==> config.mk <==
export PLATFORM = sky130hd
export DESIGN_NAME = i2s_tx_master
export DESIGN_NICKNAME = d
export VERILOG_FILES = /design/src/rtl/i2s_tx_pkg.sv /design/src/rtl/i2s_tx_ctrl.sv /design/src/rtl/i2s_tx_dp.sv /design/src/rtl/i2s_tx_master.sv
export SDC_FILE = /design/constraint.sdc
export NUM_CORES = 1
export LEC_CHECK = 0
export BUFFER_PORTS_ARGS = -buffer_cell sky130_fd_sc_hd__buf_2
export CORE_MARGIN = 2
export CORE_UTILIZATION = 64
export DETAILED_ROUTE_END_ITERATION = 16
export PLACE_DENSITY = 0.81
export SLEW_MARGIN = 20
export SYNTH_ARGS = -nofsm -noshare
export SYNTH_HDL_FRONTEND = slang
export SYNTH_HIERARCHICAL = 1
export SYNTH_SLANG_ARGS = --single-unit
==> constraint.sdc <==
create_clock -name clk -period 8.75 [get_ports clk]
set_clock_uncertainty 0.15 [all_clocks]
set_input_delay 0.875 -clock clk [delete_from_list [all_inputs] [get_ports clk]]
set_output_delay 0.875 -clock clk [all_outputs]
set_load 0.05 [all_outputs]
==> src/rtl/i2s_tx_pkg.sv <==
package i2s_tx_pkg;
  typedef struct packed {
    logic halt;       // prescaler off: clear serializer
    logic frameLoad;  // start of a new stereo frame
    logic shiftBit;   // bit clock falling edge inside a frame
  } txStrobeT;
endpackage

==> src/rtl/i2s_tx_ctrl.sv <==
module i2s_tx_ctrl
  import i2s_tx_pkg::*;
#(
  parameter int PRESC_W     = 5,
  parameter int SAMPLE_W    = 16,
  parameter int MCLK_PER_FS = 384
) (
  input  logic               clk,
  input  logic               rstN,
  input  logic               cfgPrescEn,
  input  logic [PRESC_W-1:0] cfgPresc,
  output txStrobeT           strobe,
  output logic               mclk,
  output logic               bclk,
  output logic               ws
);
  localparam int FRAME_BITS = 2 * SAMPLE_W;
  localparam int BCLK_DIV   = MCLK_PER_FS / FRAME_BITS;
  localparam int DIV_W      = $clog2(BCLK_DIV);
  localparam int SLOT_W     = $clog2(FRAME_BITS);
  localparam logic [DIV_W-1:0]  DIV_LAST  = DIV_W'(BCLK_DIV - 1);
  localparam logic [DIV_W-1:0]  DIV_HALF  = DIV_W'(BCLK_DIV / 2);
  localparam logic [SLOT_W-1:0] SLOT_LAST = SLOT_W'(FRAME_BITS - 1);
  localparam logic [SLOT_W-1:0] WS_RISE   = SLOT_W'(SAMPLE_W - 1);
  localparam logic [SLOT_W-1:0] WS_FALL   = SLOT_W'(FRAME_BITS - 2);

  logic [PRESC_W-1:0] presCnt;
  logic [DIV_W-1:0]   bitDiv;
  logic [SLOT_W-1:0]  slot;
  logic               running;
  logic               tick;
  logic               bitEnd;

  assign tick   = cfgPrescEn && (presCnt >= cfgPresc);
  assign bitEnd = running && (bitDiv == DIV_LAST);

  always_ff @(posedge clk or negedge rstN) begin
    if (!rstN)           presCnt <= '0;
    else if (!cfgPrescEn || tick) presCnt <= '0;
    else                 presCnt <= presCnt + 1'b1;
  end

  always_ff @(posedge clk or negedge rstN) begin
    if (!rstN) begin
      running <= 1'b0;
      bitDiv  <= '0;
      slot    <= '0;
    end else if (!cfgPrescEn) begin
      running <= 1'b0;
      bitDiv  <= '0;
      slot    <= '0;
    end else if (tick) begin
      if (!running) begin
        running <= 1'b1;
        bitDiv  <= '0;
        slot    <= '0;
      end else if (bitEnd) begin
        bitDiv <= '0;
        slot   <= (slot == SLOT_LAST) ? '0 : slot + 1'b1;
      end else begin
        bitDiv <= bitDiv + 1'b1;
      end
    end
  end

  always_comb begin
    strobe.halt      = !cfgPrescEn;
    strobe.frameLoad = tick && (!running || (bitEnd && slot == SLOT_LAST));
    strobe.shiftBit  = tick && bitEnd && (slot != SLOT_LAST);
  end

  assign mclk = cfgPrescEn && (presCnt <= (cfgPresc >> 1));
  assign bclk = running && (bitDiv >= DIV_HALF);
  assign ws   = running && (slot >= WS_RISE) && (slot <= WS_FALL);

  // prescaler off silences the link clocks on the next cycle
  a_r2_quiet: assert property (@(posedge clk) disable iff (!rstN)
    !cfgPrescEn |=> (!bclk && !ws));
  // a frame always begins in the left half
  a_r3_left_first: assert property (@(posedge clk) disable iff (!rstN)
    strobe.frameLoad |=> !ws);
endmodule

==> src/rtl/i2s_tx_dp.sv <==
module i2s_tx_dp
  import i2s_tx_pkg::*;
#(
  parameter int SAMPLE_W   = 16,
  parameter int FIFO_DEPTH = 32
) (
  input  logic                clk,
  input  logic                rstN,
  input  logic                cfgWide16,
  input  logic                cfgFifoEn,
  input  logic                cfgDmaEn,
  input  logic                underrunClr,
  input  txStrobeT            strobe,
  input  logic                dmaAck,
  input  logic [SAMPLE_W-1:0] dmaData,
  output logic                dmaReq,
  output logic                sdo,
  output logic                underrun
);
  localparam int AW     = $clog2(FIFO_DEPTH);
  localparam int NARROW = SAMPLE_W / 2;
  localparam logic [AW:0] FULL = (AW+1)'(FIFO_DEPTH);
  localparam logic [AW:0] TWO  = (AW+1)'(2);

  logic [SAMPLE_W-1:0]   mem [FIFO_DEPTH];
  logic [AW-1:0]         wrPtr, rdPtr, rdNext;
  logic [AW:0]           count, countNext;
  logic                  push, pop, haveTwo;
  logic [2*SAMPLE_W-1:0] shiftReg;

  function automatic logic [SAMPLE_W-1:0] fmtSample(input logic wide, input logic [SAMPLE_W-1:0] d);
    return wide ? d : {d[NARROW-1:0], {(SAMPLE_W-NARROW){1'b0}}};
  endfunction

  assign rdNext  = rdPtr + 1'b1;
  assign haveTwo = count >= TWO;
  assign push    = dmaAck && cfgFifoEn && (count < FULL);
  assign pop     = strobe.frameLoad && haveTwo && cfgFifoEn;
  assign dmaReq  = cfgDmaEn && cfgFifoEn && (count < FULL);

  always_comb begin
    countNext = count;
    if (push) countNext = countNext + 1'b1;
    if (pop)  countNext = countNext - TWO;
  end

  always_ff @(posedge clk) begin
    if (push) mem[wrPtr] <= dmaData;
  end

  always_ff @(posedge clk or negedge rstN) begin
    if (!rstN) begin
      wrPtr <= '0;
      rdPtr <= '0;
      count <= '0;
    end else if (!cfgFifoEn) begin
      wrPtr <= '0;
      rdPtr <= '0;
      count <= '0;
    end else begin
      if (push) wrPtr <= wrPtr + 1'b1;
      if (pop)  rdPtr <= rdPtr + AW'(2);
      count <= countNext;
    end
  end

  always_ff @(posedge clk or negedge rstN) begin
    if (!rstN)                 shiftReg <= '0;
    else if (strobe.halt)      shiftReg <= '0;
    else if (strobe.frameLoad) shiftReg <= pop ? {fmtSample(cfgWide16, mem[rdPtr]),
                                                 fmtSample(cfgWide16, mem[rdNext])} : '0;
    else if (strobe.shiftBit)  shiftReg <= {shiftReg[2*SAMPLE_W-2:0], 1'b0};
  end

  always_ff @(posedge clk or negedge rstN) begin
    if (!rstN)                            underrun <= 1'b0;
    else if (strobe.frameLoad && !pop)    underrun <= 1'b1;
    else if (underrunClr)                 underrun <= 1'b0;
  end

  assign sdo = shiftReg[2*SAMPLE_W-1];

  // occupancy never exceeds the FIFO depth
  a_r6_no_overflow: assert property (@(posedge clk) disable iff (!rstN)
    count <= FULL);
  // a full FIFO without a frame start stays full
  a_r7_full_hold: assert property (@(posedge clk) disable iff (!rstN)
    (count == FULL && cfgFifoEn && !strobe.frameLoad) |=> count == FULL);
  // underrun is sticky until cleared
  a_r8_sticky: assert property (@(posedge clk) disable iff (!rstN)
    (underrun && !underrunClr) |=> underrun);
  // a served frame start takes exactly two entries
  a_r9_pop_two: assert property (@(posedge clk) disable iff (!rstN)
    (strobe.frameLoad && haveTwo && !push && cfgFifoEn) |=> count == $past(count) - TWO);
endmodule

==> src/rtl/i2s_tx_master.sv <==
module i2s_tx_master
  import i2s_tx_pkg::*;
#(
  parameter int PRESC_W     = 5,
  parameter int SAMPLE_W    = 16,
  parameter int FIFO_DEPTH  = 32,
  parameter int MCLK_PER_FS = 384
) (
  input  logic                clk,
  input  logic                rstN,
  input  logic                cfgPrescEn,
  input  logic [PRESC_W-1:0]  cfgPresc,
  input  logic                cfgWide16,
  input  logic                cfgFifoEn,
  input  logic                cfgDmaEn,
  input  logic                underrunClr,
  input  logic                dmaAck,
  input  logic [SAMPLE_W-1:0] dmaData,
  output logic                dmaReq,
  output logic                mclk,
  output logic                bclk,
  output logic                ws,
  output logic                sdo,
  output logic                underrun
);
  txStrobeT strobe;

  i2s_tx_ctrl #(.PRESC_W(PRESC_W), .SAMPLE_W(SAMPLE_W), .MCLK_PER_FS(MCLK_PER_FS)) uCtrl (
    .clk(clk), .rstN(rstN), .cfgPrescEn(cfgPrescEn), .cfgPresc(cfgPresc),
    .strobe(strobe), .mclk(mclk), .bclk(bclk), .ws(ws));

  i2s_tx_dp #(.SAMPLE_W(SAMPLE_W), .FIFO_DEPTH(FIFO_DEPTH)) uDp (
    .clk(clk), .rstN(rstN), .cfgWide16(cfgWide16), .cfgFifoEn(cfgFifoEn),
    .cfgDmaEn(cfgDmaEn), .underrunClr(underrunClr), .strobe(strobe),
    .dmaAck(dmaAck), .dmaData(dmaData), .dmaReq(dmaReq), .sdo(sdo),
    .underrun(underrun));

  // data holds steady while the bit clock stays high
  a_r4_sdo_stable: assert property (@(posedge clk) disable iff (!rstN)
    (bclk && $past(bclk)) |-> $stable(sdo));
endmodule

==> reports/metrics.cfg <==
[status]
status=finished clean

[logic_synthesis]
syn_area_sq_mm=0.0230
post-synth-top-area-fraction_pct=66.7
synthesis.nets=1221
share_of_the_yosys_chip_area_belonging_to_registers_pct=73.6
ys_top_cells_by_count=sky130_fd_sc_hd__edfxtp_1, sky130_fd_sc_hd__mux4_2, sky130_fd_sc_hd__dfrtp_1, sky130_fd_sc_hd__nor2_1, sky130_fd_sc_hd__mux2i_1
avgSynthCellArea_sq_um=19.7
number_of_enable_type_register_cells_in_the_synthesized_netlist=512
synthesis.yosys.warnings=6
ys.flop_type=sky130_fd_sc_hd__edfxtp_1
post_synth_inst_count=1168
synth_seq_cells=575
cell_type_contributing_the_most_total_cell_area_after_synthesis=sky130_fd_sc_hd__edfxtp_1
async_flop_share_pct=11.0
synth.top_cells.by_area=sky130_fd_sc_hd__edfxtp_1, sky130_fd_sc_hd__mux4_2, sky130_fd_sc_hd__dfrtp_1, sky130_fd_sc_hd__mux2i_1, sky130_fd_sc_hd__ha_1
post-synth-top-count-cell=sky130_fd_sc_hd__edfxtp_1
post_synth_num_cell_types=60

[cells_and_area]
num-fill-cells=1992
num_antenna_cells=0
ff_latch_area_sq_mm=0.0170
num-nets-final=1287
final_layout_size_suffix_gt1_share_pct=25.8
multi_input_comb_area_sq_mm=0.00581
area.growth.synth_to_final_pct=11.2

[setup_path]
criticalPathCategory=flop to flop
cp_cell_sequence=ha_1 > and3_4 > o21a_1 > or3_1 > and3_1 > inv_1 > a21oi_1 > nand4b_1 > a21oi_1 > a211o_1
endpoint_of_the_worst_setup_timing_path=uDp/shiftReg[24]
worstPathMaxFanout=20
r2r_start=uCtrl/presCnt[2]
crit_path_frequent_cell=sky130_fd_sc_hd__a21oi_1
cp_data_required_time_ns=9.11
crit_path_top_delay_cell=sky130_fd_sc_hd__nand4b_1
cp-start-kind=flop
rr_endpoint=uDp/shiftReg[24]
timing.reg2reg.setup_slack_ns=4.44
timing.critical_path.to_type=flop
worst_ep_arrival_time_ns=4.67
crit_start=uCtrl/presCnt[2]
critPathMaxStageDelay_ns=0.91
r2r_cell_count=10

[floorplan]
boundaryPins=35
core_area_sq_mm=0.0355
chipHeight_um=194
rows=69
die_width_um=194
dieArea_sq_mm=0.0375
initial_core_util_pct=64.9

[global_routing]
via_count_of_the_first_global_routing_pass=12158
gr-total-overflow=0
largest_net_degree_at_the_start_of_global_routing=112
antenna_found_initial=0
grt_util_all_layers_pct=28.1
grt_first_pass_wirelength_mm=77.7

[power_and_ir_drop]
swShare_pct=19.7
total_switching_power_mw=1.08
static-leakage-power_nw=8.29
power.share.clock_pct=42.4
p_seq_share_pct=55.0
power_frac_comb_pct=2.7
cellInternalPower_mw=4.40
ir_drop_v=0.000175
power.density_cell_area_mw_per_mm2=214

[routing]
dr.pass1.iters=5
avgViaCountPerCell=6.90
remaining_drc_errors=0
initialDrtViolationCount=1523
vias=11980
antenna_violating_nets_post_route=0
route.detailed.wl_per_inst_um=29.6
drt-total-wl_mm=51.5

[placement]
pre_cts_ws_ns=4.09
count_of_buffers_from_port_buffering=34
hpwlAfterDp_mm=28.2
gp_congestion=0.871

[cts]
cts-htree-levels=2
cts_hold_buf=0
clkTransAtPathRegs_ns=0.06
worst_case_clock_buffer_depth=3
clock_tree_from_tritoncts=built
number_of_sinks_driven_by_the_clock_tree=575
cts_post_setup_buffers_inserted=0
ctsResizeCount=0
cts-root-buf=sky130_fd_sc_hd__clkbuf_16
worst_skew_pair.late_latency_ns=0.58
cts-buffers-inserted=54

[job]
maxCapViolations=0

[sta]
final.setup.worst_slack_ns=4.44
max_slew_margin_pct=22.5
finalCritPeriodShare_pct=49.2
grt_setup_unrepaired=false
fmax_mhz=232
setup_tns_ns=0
worst_slew_pin_tran_ns=1.16
report.final.slew_viol_count=0
hold_viol=0
final_setup_violations=0
finalWorstPathRequiredPeriod_ns=4.31

[hold_path]
holdCritPathClass=primary input to async pin

## layout make-up
| class | instances | area share, % |
|---|---|---|
| Sequential cell | 575 | 66.2 |
| Multi-Input combinational cell | 516 | 22.7 |
| Clock buffer | 65 | 5.69 |
| Tap cell | 461 | 2.25 |
| Timing Repair Buffer | 66 | 1.65 |
| Clock inverter | 33 | 1.22 |
| Inverter | 21 | 0.308 |
## worst min-delay path by stage
stage	from	endpoint	slack, ns
CTS	rstN	uCtrl/bitDiv[3]	0.34
floorplan	uDp/shiftReg[0]	uDp/shiftReg[0]	0.30
finish	rstN	uCtrl/bitDiv[3]	0.31
global route	underrunClr	uDp/underrun	0.34
detailed placement	uCtrl/presCnt[0]	uCtrl/presCnt[0]	0.35
global placement	uCtrl/presCnt[0]	uCtrl/presCnt[0]	0.33
## per-stage QoR
stage | area, sq um | instances | power, mW | utilization, % | hold WS [ns]
floorplan | 23000 | 1168 | 3.14 | - | 0.300
global placement | 23800 | 1639 | 3.21 | 67.1 | 0.329
detailed placement | 23800 | 1639 | 3.22 | 67.1 | 0.345
CTS | 25600 | 1737 | 5.52 | 72.1 | 0.339
global route | 25600 | 1737 | 5.64 | 72.2 | 0.342
finish | 25600 | 1737 | 5.49 | 72.2 | 0.308
## critical path, delay by kind of cell (launching register included)
kind / cells / cell delay, ns
AOI/OAI and AO/OA: 4 / 1.52
DFF: 1 / 0.44
and+or+nand+nor: 4 / 1.65
buffers and inverters: 1 / 0.16
adders and majority gates: 1 / 0.34
## routing by layer
metal	wire (um)	share of wire [%]	global-route usage, %
met5	0	0	0
met2	25400	49	45.1
met1	19700	38	39.5
met3	4700	9.1	5.65
met4	1610	3.1	9.64
## state kept, by name, indices dropped and copies added (netlist names)
register,flops
uCtrl/presCnt,5
uCtrl/slot,5
uCtrl/running,1
uDp/count,6
uDp/underrun,1
uDp/wrPtr,5
uCtrl/bitDiv,4
uDp/mem,512
uDp/shiftReg,32
uDp/rdPtr,4
## logic make-up after synthesis
family | synth area share (%)
simple gates | 3.62
xor+xnor | 0.380
flops | 73.6
mux | 14.9
buf+inv | 1.67
fa+ha+maj | 1.30
compound gates | 4.61
## power by group through the flow
stage / clock network, mW / registers, mW / logic [mW]
after floorplan: 0 / 3.07 / 0.0708
after global placement: 0 / 3.07 / 0.137
after detailed placement: 0 / 3.07 / 0.144
after CTS: 2.36 / 3.02 / 0.145
after global routing: 2.46 / 3.02 / 0.160
final: 2.33 / 3.02 / 0.146
## placed cells by master, fill, tap and decap left out, drive strengths merged, types with 25 or more instances in the layout
cell      n
edfxtp  512
mux2i    45
clkinv   25
dfrtp    63
buf      66
mux4    132
clkbuf   65
nor2     54
nand2    38
No activity file was read; power rests on OpenSTA's default activity.
